--- config.mk ---
export PLATFORM = sky130hd
export DESIGN_NAME = aud_serial_rx
export DESIGN_NICKNAME = d
export VERILOG_FILES = /design/src/rtl/aud_rx_pkg.sv /design/src/rtl/aud_rx_edge.sv /design/src/rtl/aud_rx_slot.sv /design/src/rtl/aud_rx_pack.sv /design/src/rtl/aud_serial_rx.sv
export SDC_FILE = /design/constraint.sdc
export NUM_CORES = 1
export LEC_CHECK = 0
export ABC_CLOCK_PERIOD_IN_PS = 12400
export CORE_AREA = 8 8 117 119
export DETAILED_ROUTE_END_ITERATION = 16
export DIE_AREA = 0 0 125 127
export PLACE_DENSITY = 0.49
export SLEW_MARGIN = 20
export SYNTH_ARGS = -nofsm -noshare
export SYNTH_HDL_FRONTEND = slang
export SYNTH_SLANG_ARGS = --single-unit
--- constraint.sdc ---
create_clock -name clk -period 12.4 [get_ports clk]
set_clock_uncertainty 0.15 [all_clocks]
set_input_delay 1.86 -clock clk [delete_from_list [all_inputs] [get_ports clk]]
set_output_delay 1.86 -clock clk [all_outputs]
set_load 0.01 [all_outputs]
--- src/rtl/aud_rx_pkg.sv ---
package aud_rx_pkg;

  localparam logic [1:0] FMT_I2S = 2'd0;
  localparam logic [1:0] FMT_LJ  = 2'd1;
  localparam logic [1:0] FMT_RJ  = 2'd2;
  localparam logic [1:0] FMT_DSP = 2'd3;

  // word width selected by the two-bit width field
  function automatic int word_bits(input logic [1:0] sel);
    case (sel)
      2'd0:    return 24;
      2'd1:    return 20;
      2'd2:    return 18;
      default: return 16;
    endcase
  endfunction

  // bit-clock index (0 = edge bit) of the MSB inside a half-frame or slot
  function automatic int first_bit(input logic [1:0] f, input logic pk,
                                   input int w, input int slot_bits);
    if (pk) return 0;
    case (f)
      FMT_I2S, FMT_DSP: return 1;
      FMT_RJ:           return slot_bits - w;
      default:          return 0;
    endcase
  endfunction

endpackage

--- src/rtl/aud_rx_edge.sv ---
module aud_rx_edge (
  input  logic clk,
  input  logic rst_n,
  input  logic bclk,
  input  logic lrclk,
  output logic rise,
  output logic lr_any,
  output logic lr_up
);
  logic bclk_q;
  logic lr_prev;
  logic seen;

  always_ff @(posedge clk) begin
    if (!rst_n) begin
      bclk_q  <= 1'b0;
      lr_prev <= 1'b0;
      seen    <= 1'b0;
    end else begin
      bclk_q <= bclk;
      if (rise) begin
        lr_prev <= lrclk;
        seen    <= 1'b1;
      end
    end
  end

  assign rise   = bclk & ~bclk_q;
  assign lr_any = rise & seen & (lrclk ^ lr_prev);
  assign lr_up  = lr_any & lrclk;

endmodule

--- src/rtl/aud_rx_slot.sv ---
module aud_rx_slot #(
  parameter int PW = 6,
  parameter int SW = 3
) (
  input  logic          clk,
  input  logic          rst_n,
  input  logic          rise,
  input  logic          restart,
  input  logic          multi,
  input  logic [PW-1:0] first,
  input  logic [PW-1:0] wlen,
  input  logic [PW-1:0] slen,
  input  logic [SW-1:0] last_slot,
  output logic [PW-1:0] cur_pos,
  output logic [SW-1:0] cur_slot,
  output logic          in_word,
  output logic          done
);
  logic [PW-1:0] pos_q;
  logic [SW-1:0] slot_q;
  logic          act_q;
  logic          cur_act;
  logic          wrap;
  logic [PW-1:0] last_bit;
  logic [PW-1:0] slot_end;

  always_comb begin
    cur_pos  = restart ? '0 : pos_q;
    cur_slot = restart ? '0 : slot_q;
    cur_act  = restart | act_q;
    last_bit = first + wlen - PW'(1);
    slot_end = first + slen - PW'(1);
    in_word  = rise & cur_act & (cur_pos >= first) & (cur_pos <= last_bit);
    done     = rise & cur_act & (cur_pos == last_bit);
    wrap     = multi & cur_act & (cur_pos == slot_end);
  end

  always_ff @(posedge clk) begin
    if (!rst_n) begin
      pos_q  <= '0;
      slot_q <= '0;
      act_q  <= 1'b0;
    end else if (rise) begin
      if (wrap) begin
        pos_q <= first;
        if (cur_slot == last_slot) begin
          act_q  <= 1'b0;
          slot_q <= cur_slot;
        end else begin
          act_q  <= 1'b1;
          slot_q <= cur_slot + SW'(1);
        end
      end else begin
        act_q  <= cur_act;
        slot_q <= cur_slot;
        pos_q  <= (cur_pos == '1) ? cur_pos : cur_pos + PW'(1);
      end
    end
  end


  slot_bound_chk: assert property (@(posedge clk) disable iff (!rst_n)
    act_q |-> (slot_q <= last_slot));


  restart_clear_chk: assert property (@(posedge clk) disable iff (!rst_n)
    (rise && restart) |=> (pos_q == PW'(1)));

endmodule

--- src/rtl/aud_rx_pack.sv ---
module aud_rx_pack #(
  parameter int WORD_W = 24,
  parameter int PW     = 6,
  parameter int CW     = 3
) (
  input  logic              clk,
  input  logic              rst_n,
  input  logic              in_word,
  input  logic              done,
  input  logic              sbit,
  input  logic [PW-1:0]     cur_pos,
  input  logic [PW-1:0]     first,
  input  logic [CW-1:0]     chan_in,
  output logic [WORD_W-1:0] word_o,
  output logic [CW-1:0]     chan_o,
  output logic              valid_o
);
  logic [WORD_W-1:0] sh;
  logic [WORD_W-1:0] sh_n;
  logic [PW-1:0]     k;

  always_comb begin
    k    = cur_pos - first;
    sh_n = sh;
    if (in_word) begin
      if (cur_pos == first) sh_n = '0;
      for (int b = 0; b < WORD_W; b++)
        if (PW'(WORD_W - 1 - b) == k) sh_n[b] = sbit;
    end
  end

  always_ff @(posedge clk) begin
    if (!rst_n) begin
      sh      <= '0;
      word_o  <= '0;
      chan_o  <= '0;
      valid_o <= 1'b0;
    end else begin
      sh      <= sh_n;
      valid_o <= done;
      if (done) begin
        word_o <= sh_n;
        chan_o <= chan_in;
      end
    end
  end


  valid_single_chk: assert property (@(posedge clk) disable iff (!rst_n)
    valid_o |=> !valid_o);

endmodule

--- src/rtl/aud_serial_rx.sv ---
module aud_serial_rx
  import aud_rx_pkg::*;
#(
  parameter int WORD_W    = 24,
  parameter int SLOT_BITS = 32,
  parameter int NCH       = 6,
  localparam int CW       = $clog2(NCH)
) (
  input  logic              clk,
  input  logic              rst_n,
  input  logic              bclk,
  input  logic              lrclk,
  input  logic              sdata,
  input  logic [1:0]        fmt,
  input  logic              packed_mode,
  input  logic [1:0]        wsel,
  output logic [WORD_W-1:0] word,
  output logic [CW-1:0]     chan,
  output logic              valid
);
  localparam int PW = $clog2(2 * SLOT_BITS);

  logic          rise, lr_any, lr_up;
  logic          multi, restart;
  logic [PW-1:0] wlen, first, slen;
  logic [CW-1:0] last_slot, cur_slot, chan_sel;
  logic [PW-1:0] cur_pos;
  logic          in_word, done;

  always_comb begin
    wlen      = PW'(word_bits(wsel));
    first     = PW'(first_bit(fmt, packed_mode, int'(wlen), SLOT_BITS));
    multi     = packed_mode | (fmt == FMT_DSP);
    slen      = packed_mode ? PW'(SLOT_BITS) : wlen;
    last_slot = packed_mode ? CW'(NCH - 1) : CW'(1);
    restart   = multi ? lr_up : lr_any;
    chan_sel  = multi ? cur_slot : CW'(lrclk ^ (fmt != FMT_I2S));
  end

  aud_rx_edge u_edge (
    .clk(clk), .rst_n(rst_n), .bclk(bclk), .lrclk(lrclk),
    .rise(rise), .lr_any(lr_any), .lr_up(lr_up)
  );

  aud_rx_slot #(.PW(PW), .SW(CW)) u_slot (
    .clk(clk), .rst_n(rst_n), .rise(rise), .restart(restart), .multi(multi),
    .first(first), .wlen(wlen), .slen(slen), .last_slot(last_slot),
    .cur_pos(cur_pos), .cur_slot(cur_slot), .in_word(in_word), .done(done)
  );

  aud_rx_pack #(.WORD_W(WORD_W), .PW(PW), .CW(CW)) u_pack (
    .clk(clk), .rst_n(rst_n), .in_word(in_word), .done(done), .sbit(sdata),
    .cur_pos(cur_pos), .first(first), .chan_in(chan_sel),
    .word_o(word), .chan_o(chan), .valid_o(valid)
  );


  zero_fill_chk: assert property (@(posedge clk) disable iff (!rst_n)
    (valid && $past(wsel) == 2'b11) |-> (word[WORD_W-17:0] == '0));


  pair_chan_chk: assert property (@(posedge clk) disable iff (!rst_n)
    (valid && !$past(packed_mode)) |-> (chan <= CW'(1)));


  chan_range_chk: assert property (@(posedge clk) disable iff (!rst_n)
    valid |-> (chan < CW'(NCH)));

endmodule

==> insert_results.sql <==
INSERT INTO impl_metrics (metric_group, metric, value, unit) VALUES
('final_layout', 'area.growth.synth_to_final', '20.5', '%'),
('final_layout', 'layout.nets', '561', ''),
('floorplanning', 'floorplan.initialDensity', '34.2', '%'),
('global_route', 'grt_antenna_before_repair', '0', ''),
('clock_tree', 'cts-resized-gates', '0', ''),
('worst_hold_path', 'hold_class', 'reg -> reg', ''),
('clock_tree', 'cts_tree', 'done', ''),
('drt', 'dr.pass1.iters', '4', ''),
('drt', 'via_count', '3376', ''),
('sta', 'finalCritPeriodShare', '51.6', '%'),
('drt', 'dr.first_iter.drc_count', '146', ''),
('clock_tree', 'h-tree-depth', '3', ''),
('synthesis', 'async_flop_share', '0', '%'),
('sta', 'drv_slew', '0', ''),
('power', 'power_density', '126', 'nW/um2'),
('sta', 'fin_setup_tns', '0', 'ns'),
('sta', 'setup_viol', '0', ''),
('clock_tree', 'worst_skew_pair.late_latency', '0.34', 'ns'),
('critical_path', 'cp_data_arrival_time', '6.45', 'ns'),
('clock_tree', 'clk_pin_slew_worst_paths', '0.06', 'ns'),
('sta', 'rsz0062_at_grt', 'false', ''),
('global_route', 'aggregate_global_route_resource_usage', '12.9', '%'),
('synthesis', 'synth.top_cells.by_area', 'dfxtp_1 (32%), ha_1 (11%), mux2i_1 (6.7%), a21oi_1 (5.1%), nor2_1 (4.8%)', ''),
('critical_path', 'path_cells', 'clkdlybuf4s50_1 > inv_1 > ha_1 > nand2b_1 > nor2_1 > nand2_1 > ha_1 > inv_1 > ha_1 > a21o_1 > a21oi_1 > xor2_1 > ha_1 > and3_1 > nand4_1 > a21boi_0 > and4bb_2 > nor2b_1 > mux2i_1 > a21oi_1', ''),
('drt', 'post_drt_via_cell_ratio', '5.08', ''),
('floorplanning', 'die_h', '127', 'um'),
('drt', 'drc', '0', ''),
('final_layout', 'layout-drive-gt1-share', '5.80', '%'),
('critical_path', 'cpPeakStageDelay', '0.70', 'ns'),
('synthesis', 'synth_top_cells_by_count', 'dfxtp_1 (65), nor2_1 (52), a21oi_1 (41)', ''),
('synthesis', 'synth_fp_nets', '539', ''),
('power', 'vdd.ir_drop.worst', '0.0925', 'mV'),
('synthesis', 'dominantRegCellSynth', 'dfxtp_1', ''),
('final_layout', 'final_core_util', '41.2', '%'),
('drt', 'routed.top_layer', 'met4', ''),
('drt', 'met2_wirelength', '4640', 'um'),
('floorplanning', 'floorplan.io_pins', '38', ''),
('synthesis', 'ys_seq_elements', '65', ''),
('run_status', 'outcome', 'finished, final reports clean', ''),
('synthesis', 'yosys_warnings', '0', ''),
('synthesis', 'avgSynthCellArea', '8.24', 'um2'),
('clock_tree', 'clock-sinks', '65', ''),
('final_layout', 'n_antenna_cell', '0', ''),
('sta', 'worst-slew-pin-transition', '0.989', 'ns'),
('critical_path', 'timing.critical_path.mode_cell', 'ha_1', ''),
('sta', 'post-route-min-period', '6.39', 'ns'),
('synthesis', 'syn-cell-area', '4040', 'um2'),
('run', 'cap_viol_max_count', '0', ''),
('clock_tree', 'clk_root_buffer_cell', 'clkbuf_16', ''),
('synthesis', 'synth_edf_count', '0', ''),
('global_route', 'grt_pass1_vias', '3295', ''),
('critical_path', 'timing.critical_path.from_type', 'input pin', ''),
('drt', 'routedWlPerCell', '15.0', 'um'),
('clock_tree', 'max-clock-path-buffers', '2', ''),
('critical_path', 'critPathTopFamily', 'simple AND/OR/NAND/NOR gates', ''),
('floorplanning', 'std_cell_rows', '40', ''),
('sta', 'achievable-frequency', '156', 'MHz'),
('critical_path', 'crit_fanout', '24', ''),
('placed_design', 'hpwlAfterDp', '7100', 'um'),
('sta', 'hold_viol_final', '0', ''),
('critical_path', 'end_kind', 'flop', ''),
('clock_tree', 'postCtsHoldBufs', '0', ''),
('synthesis', 'synthCells', '490', ''),
('sta', 'maxSlewHeadroom', '33.7', '%'),
('drt', 'antenna_violating_nets_post_route', '0', ''),
('floorplanning', 'core-area', '11800', 'um2'),
('global_route', 'grt_overflow_total', '0', ''),
('critical_path', 'cp_data_required_time', '12.46', 'ns'),
('critical_path', 'worst-path-buf-inv', '3', ''),
('global_route', 'grt_pass1_wl', '16700', 'um'),
('drt', 'route.met3.wl', '366', 'um');
==> sequential cells by signal (all words and copies together), names as in the netlist <==
register and count:
u_pack.sh 24, u_pack.word_o 24, u_slot.pos_q 6, u_pack.chan_o 3
u_slot.slot_q 3, u_edge.bclk_q 1, u_edge.lr_prev 1, u_edge.seen 1
u_pack.valid_o 1, u_slot.act_q 1
==> path summary, 6_finish.rpt <==
| check | from | endpoint | slack (ns) | cells past startpoint |
|---|---|---|---|---|
| worst max-delay path | fmt[1] | u_pack.word_o[3] | 6.01 | 20 |
| worst min-delay path | u_edge.lr_prev | u_edge.lr_prev | 0.33 | 2 |
| worst max register to register | u_edge.lr_prev | u_pack.word_o[20] | 8.46 | 13 |
| worst min register to register | u_edge.lr_prev | u_edge.lr_prev | 0.33 | 2 |
==> per-stage QoR <==
stage	instance area [um2]	hold WS [ns]	instances	worst slack (ns)	total power (W)
after CTS	4860	0.335	664	6.00	0.000619
after floorplan	4040	0.295	490	6.76	0.000280
after global routing	4860	0.352	664	5.55	0.000638
after global placement	4500	0.318	648	5.79	0.000301
after detailed placement	4500	0.321	648	5.65	0.000301
final	4860	0.327	664	6.01	0.000612
==> logic make-up (layout without fill, tap and decap cells) <==
family | Yosys count | in the layout | share of synthesized area (%)
mux | 27 | 27 | 6.69
flops | 65 | 65 | 32.2
simple gates | 169 | 169 | 22.4
compound gates | 112 | 112 | 16.5
buf+inv | 63 | 90 | 6.29
fa+ha+maj | 39 | 39 | 12.6
xor+xnor | 15 | 15 | 3.25
==> where the power goes <==
| group | internal [W] | switching [W] | total, W |
|---|---|---|---|
| sequential | 0.000211 | 0.00000165 | 0.000212 |
| clock | 0.000217 | 0.0000983 | 0.000315 |
| combinational | 0.0000308 | 0.0000538 | 0.0000845 |
==> final cells by class <==
cell class	instances	area, um2
Fill cell	1197	6950
Multi-Input combinational cell	362	2480
Sequential cell	65	1300
Timing Repair Buffer	42	408
Clock buffer	9	225
Tap cell	147	184
Clock inverter	7	141
Inverter	32	120
==> per-layer routing <==
layer	vias up	track usage [%]
met3	8	3.41
met4	0	4.87
met1	1561	15.7
li1	1762	-
met2	45	21.4
met5	-	0
==> cells in the final DEF (no fill, tap or decap), drive strengths merged, types with 9 or more instances in the layout <==
cell type / netlist / routed
dfxtp: 65 / 65
nor2: 52 / 52
a21oi: 41 / 41
o21ai: 38 / 38
clkdlybuf4s50: 0 / 37
ha: 36 / 36
inv: 32 / 32
nand4: 28 / 28
mux2i: 27 / 27
nor2b: 26 / 26
nand2: 18 / 18
nor3: 9 / 9
clkbuf: 27 / 9
==> worst register-to-register path: cells and delay by family, from the launching register on <==
family / cells / cell delay [ns]
AOI/OAI and AO/OA: 4 / 0.96
adders and majority gates: 2 / 0.73
buffers and inverters: 1 / 0.28
DFF: 1 / 0.35
muxes: 1 / 0.25
and+or+nand+nor: 5 / 1.09
Note: power is estimated with default switching activity, not from simulation.
